**src/rtl/pic_cascade_pkg.sv**
```systemverilog
package pic_cascade_pkg;
  localparam int unsigned NLINE = 8;
  localparam int unsigned IDW   = $clog2(NLINE);
  localparam int unsigned CASC_LINE = 2;

  localparam int unsigned SEL_PRI = 0;
  localparam int unsigned SEL_SEC = 1;
  localparam int unsigned SEL_TP  = 2;
  localparam int unsigned SEL_TS  = 3;
  localparam int unsigned NSEL    = 4;

  typedef enum logic [1:0] {IST_RUN, IST_BASE, IST_CASC, IST_MODE} ist_e;

  typedef struct packed {
    logic [NLINE-1:0] irr;
    logic [NLINE-1:0] imr;
    logic [NLINE-1:0] isr;
    logic [NLINE-1:0] last;
    logic [NLINE-1:0] trig;
    logic [7-IDW:0]   base;
    logic [IDW-1:0]   padd;
    logic             rrs;
    logic             poll;
    logic             aeoi;
    logic             init4;
    ist_e             ist;
  } core_st_t;

  // rank of the best set bit relative to the rotation offset; NLINE if none
  function automatic logic [IDW:0] prio_of(input logic [NLINE-1:0] m,
                                           input logic [IDW-1:0] padd);
    logic [IDW:0] r;
    r = (IDW+1)'(NLINE);
    for (int k = NLINE-1; k >= 0; k--)
      if (m[IDW'(k) + padd]) r = (IDW+1)'(k);
    return r;
  endfunction
endpackage

```
**src/rtl/pic_decode.sv**
```systemverilog
module pic_decode
  import pic_cascade_pkg::*;
#(
  parameter int unsigned ADDR_W = 16,
  parameter int unsigned LEN_W  = 3,
  parameter logic [ADDR_W-1:0] PRI_ADDR  = 'h20,
  parameter logic [ADDR_W-1:0] SEC_ADDR  = 'hA0,
  parameter logic [ADDR_W-1:0] TRIG_ADDR = 'h4D0
) (
  input  logic [ADDR_W-1:0] addr_i,
  input  logic [LEN_W-1:0]  len_i,
  output logic [NSEL-1:0]   sel_o,
  output logic              a0_o,
  output logic              byte_o
);
  logic hit_pri, hit_sec, hit_trig;

  assign hit_pri  = addr_i[ADDR_W-1:1] == PRI_ADDR[ADDR_W-1:1];
  assign hit_sec  = addr_i[ADDR_W-1:1] == SEC_ADDR[ADDR_W-1:1];
  assign hit_trig = addr_i[ADDR_W-1:1] == TRIG_ADDR[ADDR_W-1:1];
  assign a0_o     = addr_i[0];
  assign byte_o   = len_i == LEN_W'(1);

  always_comb begin
    sel_o          = '0;
    sel_o[SEL_PRI] = hit_pri;
    sel_o[SEL_SEC] = hit_sec;
    sel_o[SEL_TP]  = hit_trig & ~addr_i[0];
    sel_o[SEL_TS]  = hit_trig &  addr_i[0];
  end
endmodule

```
**src/rtl/pic_core.sv**
```systemverilog
module pic_core
  import pic_cascade_pkg::*;
#(
  parameter logic [NLINE-1:0] TRIG_MASK = 8'hF8
) (
  input  logic             clk_i,
  input  logic             rst_ni,
  input  logic [NLINE-1:0] line_i,
  input  logic [NLINE-1:0] pulse_i,
  input  logic             wr_i,
  input  logic             rd_i,
  input  logic             a0_i,
  input  logic [7:0]       wdata_i,
  input  logic             trig_wr_i,
  input  logic             ack_i,
  input  logic             casc_clr_i,
  output logic             req_o,
  output logic [IDW-1:0]   req_id_o,
  output logic [7-IDW:0]   base_o,
  output logic [7:0]       rdata_o,
  output logic [NLINE-1:0] trig_o,
  output logic             poll_hit_o
);
  core_st_t q, n;
  logic [IDW:0]   pend_p, isr_p;
  logic [IDW-1:0] eoi_id;
  logic [NLINE-1:0] id_oh;

  assign pend_p   = prio_of(q.irr & ~q.imr, q.padd);
  assign isr_p    = prio_of(q.isr, q.padd);
  assign req_o    = pend_p < isr_p;
  assign req_id_o = pend_p[IDW-1:0] + q.padd;
  assign eoi_id   = isr_p[IDW-1:0] + q.padd;
  assign id_oh    = NLINE'(1) << req_id_o;
  assign base_o   = q.base;
  assign trig_o   = q.trig;
  assign poll_hit_o = q.poll & req_o;

  always_comb begin
    if (q.poll)     rdata_o = req_o ? 8'(req_id_o) : 8'(NLINE-1);
    else if (a0_i)  rdata_o = q.imr;
    else if (q.rrs) rdata_o = q.isr;
    else            rdata_o = q.irr;
  end

  always_comb begin
    n = q;
    // acknowledge
    if (ack_i && req_o) begin
      n.isr[req_id_o] = 1'b1;
      if (!q.trig[req_id_o]) n.irr[req_id_o] = 1'b0;
      if (q.aeoi) n.isr[req_id_o] = 1'b0;
    end
    // input sampling
    for (int i = 0; i < NLINE; i++) begin
      if (q.trig[i])                  n.irr[i] = line_i[i];
      else if (line_i[i] && !q.last[i]) n.irr[i] = 1'b1;
      if (pulse_i[i]) n.irr[i] = 1'b1;
    end
    n.last = line_i;
    if (casc_clr_i) begin
      n.irr[CASC_LINE] = 1'b0;
      n.isr[CASC_LINE] = 1'b0;
    end
    // poll read consumes the resolved line
    if (rd_i && q.poll) begin
      n.poll = 1'b0;
      if (req_o) begin
        n.irr[req_id_o] = 1'b0;
        n.isr[req_id_o] = 1'b0;
      end
    end
    if (wr_i && !a0_i) begin
      if (wdata_i[4]) begin
        n.init4 = wdata_i[0];
        n.irr   = n.irr & q.trig;
        n.imr   = '0;
        n.isr   = '0;
        n.padd  = '0;
        n.rrs   = 1'b0;
        n.poll  = 1'b0;
        if (!wdata_i[0]) n.aeoi = 1'b0;
        n.ist   = IST_BASE;
      end else if (wdata_i[3]) begin
        if (wdata_i[2]) n.poll = 1'b1;
        if (wdata_i[1]) n.rrs  = wdata_i[0];
      end else begin
        unique case (wdata_i[7:5])
          3'd1, 3'd5: if (isr_p != (IDW+1)'(NLINE)) begin
            n.isr[eoi_id] = 1'b0;
            if (wdata_i[7]) n.padd = eoi_id + IDW'(1);
          end
          3'd3: n.isr[wdata_i[IDW-1:0]] = 1'b0;
          3'd6: n.padd = wdata_i[IDW-1:0] + IDW'(1);
          3'd7: begin
            n.isr[wdata_i[IDW-1:0]] = 1'b0;
            n.padd = wdata_i[IDW-1:0] + IDW'(1);
          end
          default: ;
        endcase
      end
    end else if (wr_i) begin
      unique case (q.ist)
        IST_RUN:  n.imr = wdata_i;
        IST_BASE: begin n.base = wdata_i[7:IDW]; n.ist = IST_CASC; end
        IST_CASC: n.ist = q.init4 ? IST_MODE : IST_RUN;
        IST_MODE: begin n.aeoi = wdata_i[1]; n.ist = IST_RUN; end
        default:  n.ist = IST_RUN;
      endcase
    end
    if (trig_wr_i) n.trig = wdata_i & TRIG_MASK;
  end

  always_ff @(posedge clk_i or negedge rst_ni)
    if (!rst_ni) q <= '0;
    else         q <= n;

  // an acknowledged line is in service on the next cycle
  a_r7_ack_sets_isr: assert property (@(posedge clk_i) disable iff (!rst_ni)
    (ack_i && req_o && !q.aeoi && !wr_i && !rd_i && !casc_clr_i)
      |=> (q.isr & $past(id_oh)) != '0);

  // non-writable trigger bits never set
  a_r3_trig_mask: assert property (@(posedge clk_i) disable iff (!rst_ni)
    trig_wr_i |=> (trig_o & ~TRIG_MASK) == '0);
endmodule

```
**src/rtl/pic_cascade_top.sv**
```systemverilog
module pic_cascade_top
  import pic_cascade_pkg::*;
#(
  parameter int unsigned ADDR_W = 16,
  parameter int unsigned LEN_W  = 3,
  parameter logic [NLINE-1:0] PRI_TRIG_MASK = 8'hF8,
  parameter logic [NLINE-1:0] SEC_TRIG_MASK = 8'hDE
) (
  input  logic              clk_i,
  input  logic              rst_ni,
  input  logic [2*NLINE-1:0] irq_i,
  input  logic              bus_valid_i,
  input  logic              bus_write_i,
  input  logic [ADDR_W-1:0] bus_addr_i,
  input  logic [LEN_W-1:0]  bus_len_i,
  input  logic [7:0]        bus_wdata_i,
  output logic [7:0]        bus_rdata_o,
  output logic              bus_rvalid_o,
  input  logic              inta_i,
  output logic [7:0]        vec_o,
  output logic              vec_valid_o,
  output logic [IDW:0]      vec_irq_o,
  output logic              intr_o
);
  logic [NSEL-1:0] sel;
  logic a0, byte_ok, wr, rd;
  logic p_req, s_req, s_poll_hit, s_casc_clr, s_ack;
  logic [IDW-1:0] p_id, s_id;
  logic [7-IDW:0] p_base, s_base;
  logic [7:0] p_rdata, s_rdata, rd_mux, vec_d;
  logic [NLINE-1:0] p_trig, s_trig, p_pulse;
  logic [IDW:0] irq_d;
  logic [7:0] rdata_q, vec_q;
  logic rvalid_q, vvalid_q, intr_q;
  logic [IDW:0] virq_q;

  pic_decode #(.ADDR_W(ADDR_W), .LEN_W(LEN_W)) u_dec (
    .addr_i(bus_addr_i), .len_i(bus_len_i),
    .sel_o(sel), .a0_o(a0), .byte_o(byte_ok));

  assign wr = bus_valid_i & bus_write_i & byte_ok;
  assign rd = bus_valid_i & ~bus_write_i & byte_ok;
  assign s_ack      = inta_i & p_req & (p_id == IDW'(CASC_LINE));
  assign s_casc_clr = rd & sel[SEL_SEC] & s_poll_hit;

  // cascade pulse; suppressed while the primary bit is being consumed
  always_comb begin
    p_pulse = '0;
    p_pulse[CASC_LINE] = s_req & ~inta_i & ~s_casc_clr;
  end

  pic_core #(.TRIG_MASK(PRI_TRIG_MASK)) u_pri (
    .clk_i, .rst_ni,
    .line_i(irq_i[NLINE-1:0]), .pulse_i(p_pulse),
    .wr_i(wr & sel[SEL_PRI]), .rd_i(rd & sel[SEL_PRI]), .a0_i(a0),
    .wdata_i(bus_wdata_i), .trig_wr_i(wr & sel[SEL_TP]),
    .ack_i(inta_i), .casc_clr_i(s_casc_clr),
    .req_o(p_req), .req_id_o(p_id), .base_o(p_base), .rdata_o(p_rdata),
    .trig_o(p_trig), .poll_hit_o());

  pic_core #(.TRIG_MASK(SEC_TRIG_MASK)) u_sec (
    .clk_i, .rst_ni,
    .line_i(irq_i[2*NLINE-1:NLINE]), .pulse_i('0),
    .wr_i(wr & sel[SEL_SEC]), .rd_i(rd & sel[SEL_SEC]), .a0_i(a0),
    .wdata_i(bus_wdata_i), .trig_wr_i(wr & sel[SEL_TS]),
    .ack_i(s_ack), .casc_clr_i(1'b0),
    .req_o(s_req), .req_id_o(s_id), .base_o(s_base), .rdata_o(s_rdata),
    .trig_o(s_trig), .poll_hit_o(s_poll_hit));

  always_comb begin
    if (!byte_ok)          rd_mux = '0;
    else if (sel[SEL_PRI]) rd_mux = p_rdata;
    else if (sel[SEL_SEC]) rd_mux = s_rdata;
    else if (sel[SEL_TP])  rd_mux = p_trig;
    else if (sel[SEL_TS])  rd_mux = s_trig;
    else                   rd_mux = '0;
  end

  always_comb begin
    if (!p_req) begin
      vec_d = {p_base, IDW'(NLINE-1)};
      irq_d = (IDW+1)'(NLINE-1);
    end else if (p_id != IDW'(CASC_LINE)) begin
      vec_d = {p_base, p_id};
      irq_d = {1'b0, p_id};
    end else if (s_req) begin
      vec_d = {s_base, s_id};
      irq_d = {1'b1, s_id};
    end else begin
      vec_d = {s_base, IDW'(NLINE-1)};
      irq_d = (IDW+1)'(2*NLINE-1);
    end
  end

  always_ff @(posedge clk_i or negedge rst_ni)
    if (!rst_ni) begin
      rdata_q <= '0; rvalid_q <= 1'b0;
      vec_q <= '0; virq_q <= '0; vvalid_q <= 1'b0; intr_q <= 1'b0;
    end else begin
      rvalid_q <= bus_valid_i & ~bus_write_i;
      if (bus_valid_i & ~bus_write_i) rdata_q <= rd_mux;
      vvalid_q <= inta_i;
      if (inta_i) begin vec_q <= vec_d; virq_q <= irq_d; end
      intr_q <= p_req;
    end

  assign bus_rdata_o  = rdata_q;
  assign bus_rvalid_o = rvalid_q;
  assign vec_o        = vec_q;
  assign vec_irq_o    = virq_q;
  assign vec_valid_o  = vvalid_q;
  assign intr_o       = intr_q;

  a_r7_vec_follows_strobe: assert property (@(posedge clk_i) disable iff (!rst_ni)
    inta_i |=> vec_valid_o);
  a_r6_spurious_primary: assert property (@(posedge clk_i) disable iff (!rst_ni)
    (inta_i && !p_req) |=> (vec_irq_o == (IDW+1)'(NLINE-1)) && (vec_o[IDW-1:0] == IDW'(NLINE-1)));
  a_r9_spurious_secondary: assert property (@(posedge clk_i) disable iff (!rst_ni)
    (s_ack && !s_req) |=> vec_irq_o == (IDW+1)'(2*NLINE-1));
  a_r2_wide_read_zero: assert property (@(posedge clk_i) disable iff (!rst_ni)
    (bus_valid_i && !bus_write_i && bus_len_i != LEN_W'(1)) |=> (bus_rvalid_o && bus_rdata_o == 8'h00));
endmodule

```
**config.mk**
```make
export PLATFORM = sky130hd
export DESIGN_NAME = pic_cascade_top
export DESIGN_NICKNAME = d
export VERILOG_FILES = /design/src/rtl/pic_cascade_pkg.sv /design/src/rtl/pic_decode.sv /design/src/rtl/pic_core.sv /design/src/rtl/pic_cascade_top.sv
export SDC_FILE = /design/constraint.sdc
export NUM_CORES = 1
export LEC_CHECK = 0
export BUFFER_PORTS_ARGS = -buffer_cell sky130_fd_sc_hd__buf_4
export CORE_ASPECT_RATIO = 1.2
export CORE_MARGIN = 5
export CORE_UTILIZATION = 55
export DETAILED_ROUTE_END_ITERATION = 10
export PLACE_DENSITY = 0.77
export SLEW_MARGIN = 20
export SYNTH_ARGS = -nofsm -noshare
export SYNTH_HDL_FRONTEND = slang
export SYNTH_HIERARCHICAL = 1
export SYNTH_SLANG_ARGS = --single-unit
export TNS_END_PERCENT = 10
```
**constraint.sdc**
```tcl
create_clock -name clk_i -period 5.88 [get_ports clk_i]
set_clock_uncertainty 0.05 [all_clocks]
set_input_delay 1.176 -clock clk_i [delete_from_list [all_inputs] [get_ports clk_i]]
set_output_delay 1.176 -clock clk_i [all_outputs]
set_load 0.1 [all_outputs]
```
Yosys cells after proc, flatten, opt, wreduce, memory -nomap -nowiden
Cells that the tools add are included.
{"block": "totals", "reg_bits": 126, "inputBits": 48, "out_inout_bits": 23, "word_cells": 460}
{"block": "classes", "addsub": 21, "magnitude_cmp": 28, "eq_ne": 27, "mux": 231, "n_bitwise": 49, "reduce_logical": 74}
{"op": "$mux 8", "n": 45}
{"op": "$mux 4", "n": 36}
{"op": "$and 8x8->8", "n": 16}
{"op": "$bmux 1 s3", "n": 34}
{"op": "$lt 3x4->1 const B", "n": 21}
{"op": "$mux 1", "n": 83}
{"op": "$not 8->8", "n": 7}
{"op": "$mux 16", "n": 2}
{"op": "$pmux 8 s2", "n": 2}
{"op": "$mux 3", "n": 10}
{"op": "$logic_and 1x1->1", "n": 27}
{"op": "$add 3x3->3 const A", "n": 8}
{"op": "$reduce_and 3->1", "n": 8}
{"op": "$and 1x1->1", "n": 18}
{"op": "$logic_not 1->1", "n": 17}
{"op": "$mux 2", "n": 8}
{"op": "$or 8x8->8", "n": 2}
{"op": "$reduce_bool 2->1", "n": 8}
{"op": "$demux 1 s3", "n": 5}
{"op": "$eq 15x10->1 const B", "n": 1}
{"op": "$eq 15x5->1 const B", "n": 1}
{"op": "$eq 15x7->1 const B", "n": 1}
{"op": "$ge 3x1->1 const B", "n": 5}
{"op": "$add 2x3->3 const A", "n": 4}
{"op": "other kinds (25)", "n": 61}

Longest topological paths before layout
Gate-level depths: netlist (run 1).
{"block": "depth", "depth_word": 31, "mapped_depth": 26}

Hierarchy
The synthesis (run 1) kept the hierarchy.
{"module": "pic_core (u_sec)", "instances": 1, "cells_per_inst": 488, "area_per_inst_um2": 4386.7, "seq_area_each_um2": 1301.2}
{"module": "pic_core (u_pri)", "instances": 1, "cells_per_inst": 468, "area_per_inst_um2": 4181.5, "seq_area_each_um2": 1276.2}
{"module": "pic_cascade_top", "instances": 1, "cells_per_inst": 124, "area_per_inst_um2": 1196.1, "seq_area_each_um2": 500.5}
{"module": "pic_decode", "instances": 1, "cells_per_inst": 18, "area_per_inst_um2": 130.1, "seq_area_each_um2": 0.0}

Least setup slack after synthesis (run 1)
Ideal clock, no wire load.
{"block": "synth_path", "kind": "register -> register", "from": "reg u_pri/q[7] (netlist name)", "to": "reg u_sec/q[31] (netlist name)", "setup_time_ns": 0.122, "arrival_time_ns": 5.929, "slack_ns": -0.221, "stages_incl_launch_ff": 25, "path_buffers": 5, "synth_period_minus_slack_ns": 6.101, "cell_sequence": "dfrtp_1 -> buf_2 -> clkinv_1 -> ha_1 -> buf_2 -> mux4_2 -> mux2_2 -> or2_2 -> nor2_1 -> nand2_1 -> ha_1 -> a211oi_1 -> o31ai_1 -> a31o_1 -> o41a_1 -> inv_2 -> buf_2 -> and4bb_2 -> buf_2 -> and2_1 -> clkbuf_1 -> or3b_2 -> inv_1 -> nand4_1 -> a2111oi_1"}
{"item": "from (decl)", "line": "pic_core.sv:24", "text": "core_st_t q, n;"}
{"item": "from (signal assigned)", "line": "pic_core.sv:116", "text": "else q <= n;"}
{"item": "to (signal assigned)", "line": "pic_core.sv:116"}
{"item": "to (decl)", "line": "pic_core.sv:24"}

==> results of run 1 <==
==> report_power, final <==
part	total [mW]	leakage, nW	internal, mW	switching [mW]
registers	0.957	1.50	0.894	0.0634
logic	1.01	3.09	0.341	0.668
clock network	1.15	0.317	0.731	0.417
==> what timing repair did <==
item                       CTS  global route
hold endpoints to repair     0             0
resized for setup            0             1
setup endpoints to repair    0             1
==> worst min-delay path, cell delays in order, from the launching register on <==
cell and delay [ns]:
dfrtp_1 0.35, nand2_1 0.05, nand2_1 0.06
==> per-layer routing <==
metal / wire [um] / up-vias / part of all wire [%] / GRT usage, %
li1: - / 4094 / - / -
met1: 11500 / 4314 / 39 / 35.0
met2: 14700 / 423 / 50 / 46.8
met3: 1970 / 93 / 6.7 / 4.82
met4: 1190 / 0 / 4.0 / 11.8
met5: 0 / - / 0 / 0
==> through the flow <==
step	total power, mW	std cells	instance area (um^2)
2_1_floorplan	1.67	1127	10000
3_3_place_gp	1.94	1345	10400
3_5_place_dp	1.96	1345	10400
4_1_cts	3.11	1377	11100
5_1_grt	3.24	1377	11100
6_report	3.11	1377	11100
==> registers in the layout (all words and copies together) (netlist names), 5 cells and up <==
signal,cells
u_sec/base_o,5
u_pri/trig_o,5
bus_rdata_o,8
vec_o,8
u_sec/q,41
u_sec/trig_o,6
u_pri/q,41
u_pri/base_o,5
==> cell type report <==
type	count	share of cell area (%)
clock buffer	18	3.96
clock inverter	14	1.84
inverter	50	1.72
multi-input combinational	860	56.0
sequential	123	27.8
tap	220	2.48
timing repair buffer	92	6.26
==> how the worst max path moves through the flow <==
stage	from	end	slack, ns	cells past startpoint
3_3_place_gp	u_pri/q[7]	u_sec/q[31]	0.49	19
6_report	u_pri/q[7]	u_sec/q[31]	0.42	19
2_1_floorplan	u_pri/q[7]	u_sec/q[31]	0.04	24
5_1_grt	u_pri/q[7]	u_sec/q[31]	0.02	19
3_5_place_dp	u_pri/q[7]	u_sec/q[31]	0.39	18
4_1_cts	u_pri/q[7]	u_sec/q[31]	0.37	19
==> placed cells by master (no fill, tap or decap), types with 5 or more instances in the layout <==
cell type,instances
a21oi_1,61
o31ai_1,18
nand2_1,105
a211oi_1,18
a21o_1,17
a21boi_0,12
nor3_1,13
clkbuf_16,17
nor2_1,103
nand3_1,11
buf_4,91
a22o_1,5
o211ai_1,12
o21ai_0,47
and2_1,15
o21a_1,5
mux2i_1,45
nor3b_1,8
xnor2_1,8
mux2_2,28
dfrtp_1,122
inv_1,44
nor2b_1,31
ha_1,15
o22ai_1,12
conb_1,33
and3_1,11
a31oi_1,14
nand4_1,14
inv_6,7
o22a_1,10
nand2b_1,28
or3_1,5
a41oi_1,9
o31a_1,5
mux4_2,34
and3b_2,8
==> qor.yml, run 1 <==
final_max_slew_viol_count: 0
fp.dieArea_um2: 20800
reg2regPathDepth: 19
holdBufCountCts: 0
worst-r2r-setup-slack_ns: 0.42
path_buf_inv: 3
r2r_end: "u_sec/q[31]"
cp_cell_sequence: "clkinv_1 -> ha_2 -> mux4_2 -> mux2_2 -> or2_2 -> nor2_1 -> nand2_1 -> ha_1 -> a211oi_1 -> o31ai_1 -> a31o_1 -> o41a_1 -> inv_2 -> and4bb_2 -> and2_1 -> or3b_2 -> inv_1 -> nand4_1 -> a2111oi_1"
max_slew.worst_pin.slew_ns: 0.995
power_density_nw_per_um2: 281
rows: 53
hold_class: "reg2reg"
final.fill_count: 1443
wl_per_cell_um: 21.3
critical-path-max-stage-delay_ns: 0.54
multiInputGateArea_um2: 6200
hold_depth: 2
dpl_worst_slack_ns: 0.390
first_iter_violations: 916
cp.arrival_ns: 5.71
period_minus_slack_ns: 5.46
core_um2: 17600
gp_congestion: 0.929
grt-ovfl-total: 0
drc: 0
num_io_pins: 71
antenna_found_initial: 0
final_nets: 1212
port_buffers: 70
dr.pass1.iters: 8
setup_slack_ns: 0.423
yosys_warnings: 6
grt_max_degree: 80
utilization_pct: 63.1
setup.worst_path.class: "reg2reg"
cp.required_ns: 6.13
min_period_over_period_pct: 92.8
worstHoldStart: "u_sec/q[2]"
max_freq_mhz: 183
endpoint_kind: "flop"
clock_latency_ns: 0.42
start_util_pct: 56.3
synth_area_per_cell_um2: 9.01
slew_headroom_pct: 33.7
netlist_area_um2: 9890
leakage_nw: 4.91
hold_viol: 0
routed_wl_um: 29400
cts_made_buffers: 17
syn_to_final_growth_pct: 12.1
crit_fanout: 8
path_clk_slew_ns: 0.06
cts_buffer_depth: 2
vdd_drop_max_mv: 0.265
viasPerCell: 6.48
grt_use_total_pct: 27.6
cp_slowest_cell: "mux4_2"
status: "finished clean"
dp.final_hpwl_um: 21200
synth_cells: 1097
postCtsSetupBuffers: 0
maxCapViolCount: 0
clock_sinks: 123
root_buffer: "clkbuf_16"
cts_tree: "done"
grt_pass1_wl_um: 45900
antennaDiodeCount: 0
setup.worst_path.start_class: "flop"
hold_end: "u_sec/q[2]"
postRouteAntennaNets: 0
tns_ns: 0
timing.rr.start: "u_pri/q[7]"
die_h_um: 157
vias: 8924
drive_gt1_share_pct: 19.6
grt_pass1_vias: 8487
hold_slack_ns: 0.446
htree_num_levels: 4
path_delay_family: "simple AND/OR/NAND/NOR gates"
setup_viol: 0
regArea_um2: 3080
die_w_um: 132
rsz0062_at_grt: "false"
Power figures use the tool's default switching activity.
==> run 2: changes to the inputs <==
--- a/config.mk
+++ b/config.mk
@@ -6,11 +6,13 @@
 export NUM_CORES = 1
 export LEC_CHECK = 0
 export BUFFER_PORTS_ARGS = -buffer_cell sky130_fd_sc_hd__buf_4
+export CELL_PAD_IN_SITES_DETAIL_PLACEMENT = 0
+export CELL_PAD_IN_SITES_GLOBAL_PLACEMENT = 1
 export CORE_ASPECT_RATIO = 1.2
 export CORE_MARGIN = 5
-export CORE_UTILIZATION = 55
+export CORE_UTILIZATION = 43
 export DETAILED_ROUTE_END_ITERATION = 10
-export PLACE_DENSITY = 0.77
+export PLACE_DENSITY_LB_ADDON = 0.1
 export SLEW_MARGIN = 20
 export SYNTH_ARGS = -nofsm -noshare
 export SYNTH_HDL_FRONTEND = slang
==> run 2 against run 1 <==
  * Core utilization down 13 points
  * Worst setup slack worse by 0.12 ns
  * Largest cell class unchanged
  * Global-route usage decreased by 4.1 points
  * Critical path depth is 1 lower
  * Clock-buffer cell count down 1
  * Highest routed layer unchanged
  * Wire length rose by 6.1%
  * Combinational power about the same
  * Final cell count up 4.8%
  * Sequential share of layout area decreased by 0.25 points
==> qor.yml, run 2 (synthesized netlist as in run 1, its figures left out) <==
status: "finished clean"
min_period_over_period_pct: 94.8
power.total_mw: 3.07
drc: 0
power_density_nw_per_um2: 274
antennaDiodeCount: 0
cts_tree: "done"
postRouteAntennaNets: 0
die_h_um: 176
dr.pass1.iters: 5
max_slew.worst_pin.slew_ns: 0.887
grt_max_degree: 83
path_delay_family: "simple AND/OR/NAND/NOR gates"
viasPerCell: 6.02
rsz0062_at_grt: "false"
hold_class: "reg2reg"
cp_cell_sequence: "ha_1 -> xnor2_1 -> mux4_2 -> a21oi_1 -> nor2_1 -> or3_1 -> ha_1 -> fa_1 -> xnor2_1 -> or3_4 -> nand2_4 -> inv_4 -> and4bb_2 -> and2_1 -> or3b_2 -> inv_1 -> nand4_1 -> a2111oi_1"
period_minus_slack_ns: 5.57
grt_pass1_vias: 8397
final_common_cell: "dfrtp_1"
rows: 60
clock_latency_ns: 0.43
critical-path-max-stage-delay_ns: 0.62
maxCapViolCount: 0
htree_num_levels: 4
setup.worst_path.start_class: "flop"
die_w_um: 148
vdd_drop_max_mv: 0.217
syn_to_final_growth_pct: 13.1
path_buf_inv: 2
cp.arrival_ns: 5.83
setup.worst_path.class: "reg2reg"
slew_headroom_pct: 40.7
final_cell_mix: "122 x dfrtp_1, 105 x nand2_1, 103 x nor2_1"
port_buffers: 70
final_max_slew_viol_count: 0
largestRegisters: "u_pri/q: 41 flops, u_sec/q: 41 flops"
cp_slowest_cell: "mux4_2"
holdBufCountCts: 0
max_freq_mhz: 179
clock_sinks: 123
cts_buffer_depth: 2
setup_viol: 0
leakage_nw: 4.92
drive_gt1_share_pct: 20.2
wl_per_cell_um: 21.6
crit_fanout: 13
dp.final_hpwl_um: 23000
grt_use_total_pct: 23.5
dp_cells: 1408
tns_ns: 0
antenna_found_initial: 0
start_util_pct: 43.9
path_clk_slew_ns: 0.06
grt_pass1_wl_um: 47700
vias: 8693
fp.dieArea_um2: 26100
root_buffer: "clkbuf_16"
endpoint_kind: "flop"
first_iter_violations: 694
fin_cells: 1443
routed_wl_um: 31200
grt-ovfl-total: 0
cp.required_ns: 6.14
core_um2: 22500
gp_congestion: 0.866
num_io_pins: 71
cts_made_buffers: 17
final_nets: 1219
hold_viol: 0
run 2: through the flow:
| step | hold slack [ns] | setup WS [ns] | utilization [%] | instance area [um^2] |
|---|---|---|---|---|
| 2_1_floorplan | 0.392 | 0.0369 | - | 10000 |
| 3_3_place_gp | 0.410 | 0.260 | 46.8 | 10500 |
| 3_5_place_dp | 0.414 | 0.150 | 46.8 | 10500 |
| 4_1_cts | 0.430 | 0.112 | 49.5 | 11100 |
| 5_1_grt | 0.463 | 0.0430 | 49.7 | 11200 |
| 6_report | 0.428 | 0.306 | 49.7 | 11200 |
run 2: per-layer routing:
metal | share of wire [%] | global-route usage, % | routed length, um
met2 | 53 | 42.3 | 16400
met4 | 3.6 | 9.51 | 1120
met5 | 0 | 0 | 0
met3 | 3.6 | 3.47 | 1120
met1 | 40 | 28.2 | 12500
run 2: layout make-up:
cell class                 count  area, um^2
fill                        2164       11300
multi-input combinational    860        6210
sequential                   123        3080
timing repair buffer          99         747
clock buffer                  17         425
tap                          279         349
inverter                      50         194
clock inverter                15         176
run 2: worst paths after layout:
| path | endpoint | slack [ns] | cells after the start | from |
|---|---|---|---|---|
| hold / removal | u_sec/q[2] | 0.43 | 2 | u_sec/q[2] |
| hold reg to reg | u_sec/q[2] | 0.43 | 2 | u_sec/q[2] |
| setup reg to reg | u_sec/q[31] | 0.31 | 18 | u_pri/q[7] |
| min in group asynchronous | u_sec/q[6] | 0.75 | 1 | rst_ni |
| setup / recovery | u_sec/q[31] | 0.31 | 18 | u_pri/q[7] |
| max in group asynchronous | u_sec/q[41] | 3.87 | 2 | rst_ni |
run 2: power breakdown:
group          switching, mW  leakage [nW]  total (mW)  internal [mW]
Clock                  0.458         0.291        1.10          0.642
Combinational          0.667          3.13        1.01          0.348
Sequential            0.0609          1.50       0.954          0.893
run 2: repair_timing:
| item | CTS | global route |
|---|---|---|
| gates resized for setup | 0 | 3 |
| endpoints found under the setup margin | 0 | 7 |
| setup buffers | 0 | 3 |
run 2: worst min-delay path, delay by kind of cell (launching register included):
kind | cells | cell delay (ns)
DFF | 1 | 0.34
and+or+nand+nor | 2 | 0.11
